File: src/rtl/strobe_cal_pkg.sv
package strobe_cal_pkg;

  // Direction requested by one measurement against the current tap setting
  typedef enum logic [1:0] {
    STEP_HOLD = 2'd0,
    STEP_UP   = 2'd1,
    STEP_DOWN = 2'd2
  } stepDir_e;

  // Strobes from the control unit to the datapath
  typedef struct packed {
    logic latchPend;  // capture the current candidate as the pending tap
    logic commitTap;  // move the pending tap onto the select lines
  } calStrobes_t;

endpackage

File: src/rtl/strobe_cal_datapath.sv
module strobe_cal_datapath
  import strobe_cal_pkg::*;
#(
  parameter int CNT_W     = 10,
  parameter int TAP_W     = 5,
  parameter int TAP_MIN   = 2,
  parameter int TAP_MAX   = 24,
  parameter int TAP_RESET = 12,
  parameter int TAP_MULT  = 3,
  parameter int TAP_SHIFT = 4,
  parameter int HYST_UP   = 1,
  parameter int HYST_DN   = 2
) (
  input  logic             clk,
  input  logic             rstN,
  input  logic [CNT_W-1:0] measCount,
  input  calStrobes_t      ctrl,
  output stepDir_e         stepDir,
  output logic [TAP_W-1:0] tapSel
);

  localparam int MULT_W = $clog2(TAP_MULT + 1);
  localparam int PROD_W = CNT_W + MULT_W;
  localparam int HW     = TAP_W + 2;

  logic [PROD_W-1:0] prod;
  logic [PROD_W-1:0] scaled;
  logic [TAP_W-1:0]  cand;
  logic [TAP_W-1:0]  pendTap;
  logic [HW-1:0]     candW;
  logic [HW-1:0]     tapW;

  // Replica count to tap count: a faster element gives more oscillations,
  // so more elements are needed for the same target delay.
  assign prod = PROD_W'(measCount) * PROD_W'(TAP_MULT);

  generate
    if (TAP_SHIFT == 0) begin : g_noShift
      assign scaled = prod;
    end else begin : g_shift
      assign scaled = prod >> TAP_SHIFT;
    end
  endgenerate

  always_comb begin
    if (scaled < PROD_W'(TAP_MIN))      cand = TAP_W'(TAP_MIN);
    else if (scaled > PROD_W'(TAP_MAX)) cand = TAP_W'(TAP_MAX);
    else                                cand = scaled[TAP_W-1:0];
  end

  // Hysteresis band around the committed setting
  assign candW = HW'(cand);
  assign tapW  = HW'(tapSel);

  always_comb begin
    if (candW > tapW + HW'(HYST_UP))       stepDir = STEP_UP;
    else if (candW + HW'(HYST_DN) < tapW)  stepDir = STEP_DOWN;
    else                                   stepDir = STEP_HOLD;
  end

  always_ff @(posedge clk or negedge rstN) begin
    if (!rstN) begin
      pendTap <= TAP_W'(TAP_RESET);
      tapSel  <= TAP_W'(TAP_RESET);
    end else begin
      if (ctrl.latchPend) pendTap <= cand;
      if (ctrl.commitTap) tapSel  <= pendTap;
    end
  end

  // The committed setting stays inside the clamp range
  assert_tap_in_range_R2: assert property (@(posedge clk) disable iff (!rstN)
    (int'(tapSel) >= TAP_MIN) && (int'(tapSel) <= TAP_MAX));

  // The pending tap is not overwritten while it is being committed
  assert_no_latch_on_commit_R10: assert property (@(posedge clk) disable iff (!rstN)
    ctrl.commitTap |-> !ctrl.latchPend);

endmodule

File: src/rtl/strobe_cal_ctrl.sv
module strobe_cal_ctrl
  import strobe_cal_pkg::*;
#(
  parameter int RUN_LEN = 3
) (
  input  logic        clk,
  input  logic        rstN,
  input  logic        measValid,
  input  logic        readIdle,
  input  stepDir_e    stepDir,
  output calStrobes_t strobes,
  output logic        updDone
);

  localparam int RUN_W = $clog2(RUN_LEN + 1);

  logic [RUN_W-1:0] runCnt;
  logic [RUN_W-1:0] nextRun;
  stepDir_e         runDir;
  logic             pending;
  logic             measTake;
  logic             sameRun;
  logic             qualify;

  // Measurements are discarded while a change waits for an idle gap
  assign measTake = measValid && !pending;
  assign sameRun  = (stepDir == runDir) && (runCnt != '0);
  assign nextRun  = sameRun ? runCnt + RUN_W'(1) : RUN_W'(1);
  assign qualify  = measTake && (stepDir != STEP_HOLD) && (nextRun >= RUN_W'(RUN_LEN));

  assign strobes.latchPend = qualify;
  assign strobes.commitTap = pending && readIdle;

  always_ff @(posedge clk or negedge rstN) begin
    if (!rstN) begin
      runCnt  <= '0;
      runDir  <= STEP_HOLD;
      pending <= 1'b0;
      updDone <= 1'b0;
    end else begin
      updDone <= strobes.commitTap;
      if (strobes.commitTap)  pending <= 1'b0;
      else if (qualify)       pending <= 1'b1;
      if (measTake) begin
        if (stepDir == STEP_HOLD) begin
          runCnt <= '0;
          runDir <= STEP_HOLD;
        end else if (qualify) begin
          runCnt <= '0;
          runDir <= STEP_HOLD;
        end else begin
          runCnt <= nextRun;
          runDir <= stepDir;
        end
      end
    end
  end

  // A pending change survives every busy cycle
  assert_pend_hold_R8: assert property (@(posedge clk) disable iff (!rstN)
    (pending && !readIdle) |=> pending);

  // The run counter never reaches the qualifying length as stored state
  assert_run_bound_R6: assert property (@(posedge clk) disable iff (!rstN)
    int'(runCnt) < RUN_LEN);

  // An in-band measurement clears the run
  assert_hold_clears_R5: assert property (@(posedge clk) disable iff (!rstN)
    (measTake && stepDir == STEP_HOLD) |=> (runCnt == '0));

  // No run is built while a change is pending
  assert_pend_no_run_R10: assert property (@(posedge clk) disable iff (!rstN)
    pending |-> (runCnt == '0));

  // The done flag is a single-cycle pulse
  assert_done_pulse_R9: assert property (@(posedge clk) disable iff (!rstN)
    updDone |=> !updDone);

endmodule

File: src/rtl/strobe_tap_cal.sv
module strobe_tap_cal
  import strobe_cal_pkg::*;
#(
  parameter int CNT_W     = 10,
  parameter int TAP_W     = 5,
  parameter int TAP_MIN   = 2,
  parameter int TAP_MAX   = 24,
  parameter int TAP_RESET = 12,
  parameter int TAP_MULT  = 3,
  parameter int TAP_SHIFT = 4,
  parameter int HYST_UP   = 1,
  parameter int HYST_DN   = 2,
  parameter int RUN_LEN   = 3
) (
  input  logic             clk,
  input  logic             rstN,
  input  logic             measValid,
  input  logic [CNT_W-1:0] measCount,
  input  logic             readIdle,
  output logic [TAP_W-1:0] tapSel,
  output logic             updDone
);

  stepDir_e    stepDir;
  calStrobes_t strobes;

  strobe_cal_datapath #(
    .CNT_W(CNT_W), .TAP_W(TAP_W), .TAP_MIN(TAP_MIN), .TAP_MAX(TAP_MAX),
    .TAP_RESET(TAP_RESET), .TAP_MULT(TAP_MULT), .TAP_SHIFT(TAP_SHIFT),
    .HYST_UP(HYST_UP), .HYST_DN(HYST_DN)
  ) datapath_i (
    .clk(clk), .rstN(rstN), .measCount(measCount), .ctrl(strobes),
    .stepDir(stepDir), .tapSel(tapSel)
  );

  strobe_cal_ctrl #(
    .RUN_LEN(RUN_LEN)
  ) ctrl_i (
    .clk(clk), .rstN(rstN), .measValid(measValid), .readIdle(readIdle),
    .stepDir(stepDir), .strobes(strobes), .updDone(updDone)
  );

  // Select lines move only after an idle cycle
  assert_tap_idle_R8: assert property (@(posedge clk) disable iff (!rstN)
    !$stable(tapSel) |-> $past(readIdle));

  // Every change of the select lines is flagged by the done pulse
  assert_tap_change_done_R9: assert property (@(posedge clk) disable iff (!rstN)
    !$stable(tapSel) |-> updDone);

  // An upward commit clears the upper margin
  assert_hyst_up_R3: assert property (@(posedge clk) disable iff (!rstN)
    (updDone && tapSel > $past(tapSel)) |->
      (int'(tapSel) > int'($past(tapSel)) + HYST_UP));

  // A downward commit clears the lower margin
  assert_hyst_dn_R4: assert property (@(posedge clk) disable iff (!rstN)
    (updDone && tapSel < $past(tapSel)) |->
      (int'(tapSel) + HYST_DN < int'($past(tapSel))));

endmodule

File: config.mk
export PLATFORM = sky130hd
export DESIGN_NAME = strobe_tap_cal
export DESIGN_NICKNAME = d
export VERILOG_FILES = /design/src/rtl/strobe_cal_pkg.sv /design/src/rtl/strobe_cal_datapath.sv /design/src/rtl/strobe_cal_ctrl.sv /design/src/rtl/strobe_tap_cal.sv
export SDC_FILE = /design/constraint.sdc
export NUM_CORES = 1
export LEC_CHECK = 0
export ABC_AREA = 1
export BUFFER_PORTS_ARGS = -buffer_cell sky130_fd_sc_hd__clkbuf_2
export CAP_MARGIN = 10
export CORE_UTILIZATION = 59
export CTS_CLUSTER_DIAMETER = 100
export DETAILED_ROUTE_END_ITERATION = 12
export GPL_TIMING_DRIVEN = 0
export PLACE_DENSITY = 0.8
export REMOVE_ABC_BUFFERS = 1
export SLEW_MARGIN = 20
export SYNTH_ARGS = -nofsm -noshare
export SYNTH_HDL_FRONTEND = slang
export SYNTH_SLANG_ARGS = --single-unit
File: constraint.sdc
create_clock -name clk -period 2.6 [get_ports clk]
set_input_delay 0.78 -clock clk [delete_from_list [all_inputs] [get_ports clk]]
set_output_delay 0.78 -clock clk [all_outputs]
set_load 0.01 [all_outputs]
==> impl_metrics.toml, run 1 <==
[status]
outcome = "aborted with a tool error"
haltStage = "5_1_grt"
tool.error = "[ERROR GRT-0232] Routing congestion too high. Check the congestion heatmap in the GUI."

[timing]
crit_endpoint = "ctrl_i.runDir[1]$_DFFE_PN0P_/D"
worst-ep-kind = "register data pin"

[floorplan]
die_h_um = 56.6
initial_core_util = 0.632
die_w_um = 56.6
std_cell_rows = 19
io_pins = 20

[synth]
seq_area_frac_synth = 0.231
yosysWarnings = 0
synth-seq-cells = 16
synthArstFlopShare = 1.00
synth.cell_area_sq_um = 1760
ys_types = 29
avgSynthCellArea_sq_um = 6.63
synth-edff-count = 0
synth_ff_type = "dfrtp_1"
postSynthCellCount = 265

[global_route]
grt_overflow = 183
grt_start_max_net_pins = 17
grt_use_total = 0.830

[place]
dp_slack_ns = -1.63
dpl.hpwl_um = 2890
placed_area_sq_um = 1890
port-buffer-count = 19
place_congestion = 0.795

[cts]
cts_buffers = 3
cts_root_buffer = "clkbuf_4"
ctsHtreeMaxLevel = 1
cts_num_sinks = 16
clk_path_buf_depth = 2
## layer usage
layer,overflow,track usage
met1,1,0.775
met2,137,1.17
met3,0,0.472
met4,45,0.962
met5,0,0
## cells in the mapped netlist (2+ instances only)
cell type | n | area, sq um
ha_1 | 20 | 250
nand2_1 | 89 | 334
xor2_1 | 3 | 26.3
a21o_1 | 2 | 15.0
nor2_8 | 2 | 40.0
nor2_1 | 19 | 71.3
dfstp_2 | 4 | 105
nand2_2 | 5 | 31.3
dfrtp_1 | 12 | 300
a21oi_1 | 5 | 25.0
inv_1 | 49 | 184
o21ai_0 | 8 | 40.0
a21oi_2 | 2 | 17.5
nand3_4 | 4 | 70.1
nand3_2 | 2 | 20.0
nand3_1 | 18 | 90.1
nand4_1 | 8 | 50.1
o21ai_1 | 2 | 10.0
## through the flow
stage | utilization | hold WS, ns | std cells
2_1_floorplan | - | 0.442 | 264
3_3_place_gp | 0.679 | 0.453 | 314
3_5_place_dp | 0.679 | 0.456 | 314
4_1_cts | 0.834 | 0.400 | 336
## repair_timing
item	in CTS
buffers inserted	18
setup endpoints to repair	10
hold buffers	0
gates resized for setup	47
pin swaps	31
## cell families after synthesis
logic type	share of synthesized area
AO/OA/AOI/OAI	0.0733
XOR/XNOR	0.0149
adder cells (fa/ha/maj)	0.142
buffers and inverters	0.109
flip-flops	0.231
AND/OR/NAND/NOR	0.430
==> inputs of run 2 (changes only) <==
CORE_UTILIZATION = 40   (was 59)
CTS_CLUSTER_DIAMETER = unset   (was 100)
PLACE_DENSITY = unset   (was 0.8)
PLACE_DENSITY_LB_ADDON = 0.15   (was unset)
==> impl_metrics.toml, run 2 <==
[floorplan]
initial_core_util = 0.427
die_h_um = 68.3
core_area_sq_um = 4120
dieArea_sq_um = 4660
std_cell_rows = 23
io_pins = 20
die_w_um = 68.3

[synth]
synth-edff-count = 0
synth_common_cells = "nand2_1 (89), inv_1 (49), ha_1 (20), nor2_1 (19), nand3_1 (18)"
synth_mux_area_frac = 0
yosysWarnings = 0
synth_area_leader_cell = "nand2_1"
ys_types = 29
postSynthCellCount = 265
seq_area_frac_synth = 0.231
ys_top_cells_by_area = "nand2_1 (19%), dfrtp_1 (17%), ha_1 (14%)"
synth_fa_ha_area_frac = 0.142
avgSynthCellArea_sq_um = 6.63
synthArstFlopShare = 1.00
synth-seq-cells = 16
yosysMostFrequentCell = "nand2_1"
yosys.area_share.simple = 0.430
synth_ff_type = "dfrtp_1"
synth.cell_area_sq_um = 1760
synth_top_family_by_area = "simple AND/OR/NAND/NOR gates"
netlist.area_leader.share = 0.190
synth-xor-area-share = 0.0149
synth_compound_area_frac = 0.0733

[timing]
slew_viol_final = 0
fmax_mhz = 276
fin_crit_sh = 1.39
rsz0062_at_grt = "true"
finClkSkew_ns = 0.00277
hold_viol_final = 0
timing.final.ws_setup_ns = -1.03
hold_slack_ns = 0.444
maxSlewHeadroom = 0.734
finalCriticalPeriod_ns = 3.63
setup_violations = 10
worstMarginPinSlew_ns = 0.399

[detailed_routing]
drc = 0
drt-pass1-iter-count = 4
vias = 1800
drt_wl_total_um = 4400
ant_nets = 0
wl_per_cell_um = 12.0
viasPerCell = 4.92
drtIter0Drc = 72

[power]
p_leak_nw = 1.31
power_density_nw_per_um2 = 769
total_power_w = 0.00199
irDropWorstVdd_uv = 674

[cts]
clk_pin_slew_ns = 0.06
cts_root_buffer = "clkbuf_8"
ctsHtreeMaxLevel = 1
insertion_delay_ns = 0.25
cts_tree = "yes"
cts_buffers = 3
cts_num_sinks = 16
hold_buffers = 0
clk_path_buf_depth = 2

[critical_path]
critPathKind = "primary input to flop"
start_kind = "primary input"
crit_arrival_ns = 3.77
required_ns = 2.74
crit_buf_inv = 6
cp_max_fo = 8
crit_path_max_incr_delay_ns = 0.33
cp_top_family = "simple AND/OR/NAND/NOR gates"
end_kind = "flop"
worstSetupPathDepth = 25
crit_path_top_delay_cell = "ha_4"
path_common_cell = "nand2_2"
reg2regPathDepth = 16

[status]
outcome = "complete, but fails checks"
violations = "setup timing"

[place]
dpl.hpwl_um = 3000
port-buffer-count = 19
place_congestion = 0.831

[global_route]
grt_antenna_before_repair = 0
grt_pass1_vias = 1573
grt_pass1_wl_um = 6890
grt_start_max_net_pins = 17
grt_use_total = 0.196
grt_overflow = 0

[cells_and_area]
nNetsFinal = 351
area_delta_synth_final_pct = 47.3
final_cell_mix = "nand2_1 (59), inv_1 (43), nand2_2 (31), buf_4 (28)"
top_regs = "datapath_i.pendTap (5), datapath_i.tapSel (5)"
final_common_cell = "nand2_1"
final_layout_size_suffix_gt1_frac = 0.456
diodes = 0

[hold_path]
hp-class = "primary input to asynchronous set/reset pin"

[job]
cap_violations = 0
-- run 2: cell counts after synthesis --
Identical to the previous run, type by type.
-- run 2: kinds of logic after synthesis --
| kind of cell | Yosys count |
|---|---|
| buffers and inverters | 51 |
| and+or+nand+nor | 153 |
| DFF | 16 |
| xor gates and xnor gates | 3 |
| adders and majority gates | 20 |
| AOI/OAI and AO/OA | 22 |
-- run 2: cell type report --
cell class                      count  area, sq um
Tap cell                           50         62.6
Fill cell                         353         1530
Inverter                           50          188
Multi-Input combinational cell    198         1510
Clock buffer                        4         55.1
Sequential cell                    16          405
Timing Repair Buffer               48          368
-- run 2: worst reg2reg max path, delay by kind of cell, from the launching register on --
kind / cells / cell delay [ns]
buffers and inverters: 1 / 0.10
adder cells (fa/ha/maj): 2 / 0.51
XOR/XNOR: 1 / 0.26
AND/OR/NAND/NOR: 11 / 1.08
AO/OA/AOI/OAI: 1 / 0.09
flip-flops: 1 / 0.43
-- run 2: worst paths after layout --
path | from | end | slack [ns]
worst max-delay path | measCount[5] | datapath_i.pendTap[1] | -1.03
worst min-delay path | rstN | ctrl_i.pending | 0.44
worst max register to register | datapath_i.tapSel[0] | datapath_i.pendTap[1] | 0.04
worst min register to register | datapath_i.pendTap[2] | datapath_i.pendTap[2] | 0.46
max in group asynchronous | rstN | datapath_i.pendTap[3] | 1.84
min in group clk | datapath_i.pendTap[2] | datapath_i.pendTap[2] | 0.46
-- run 2: power breakdown --
| group | switching (W) | total [W] | internal (W) |
|---|---|---|---|
| Combinational | 0.000740 | 0.00132 | 0.000583 |
| Clock | 0.0000844 | 0.000219 | 0.000134 |
| Sequential | 0.0000815 | 0.000450 | 0.000368 |
| Total | 0.000905 | 0.00199 | 0.00109 |
-- run 2: through the flow --
stage	util	area [sq um]	std cells	setup slack [ns]	setup TNS [ns]
3_5_place_dp	0.465	1910	333	-1.69	-16.48
3_3_place_gp	0.465	1910	333	-1.66	-16.22
5_1_grt	0.629	2590	366	-1.21	-11.88
4_1_cts	0.580	2390	357	-0.965	-9.40
6_report	0.629	2590	366	-1.03	-10.01
2_1_floorplan	-	1750	264	-0.998	-9.69
-- run 2: timing repair --
item,4_1_cts,5_1_grt
gates cloned,0,0
gates resized for setup,53,41
pin swaps,36,30
endpoints found under the setup margin,10,10
setup buffers,20,9
-- run 2: layer usage --
layer / vias up / track usage / part of all wire
met5: - / 0 / 0
met4: 0 / 0.0234 / 0.0059
met3: 4 / 0.0400 / 0.030
met2: 36 / 0.319 / 0.49
met1: 818 / 0.271 / 0.48
li1: 942 / - / -
Power figures use the tool's default switching activity.
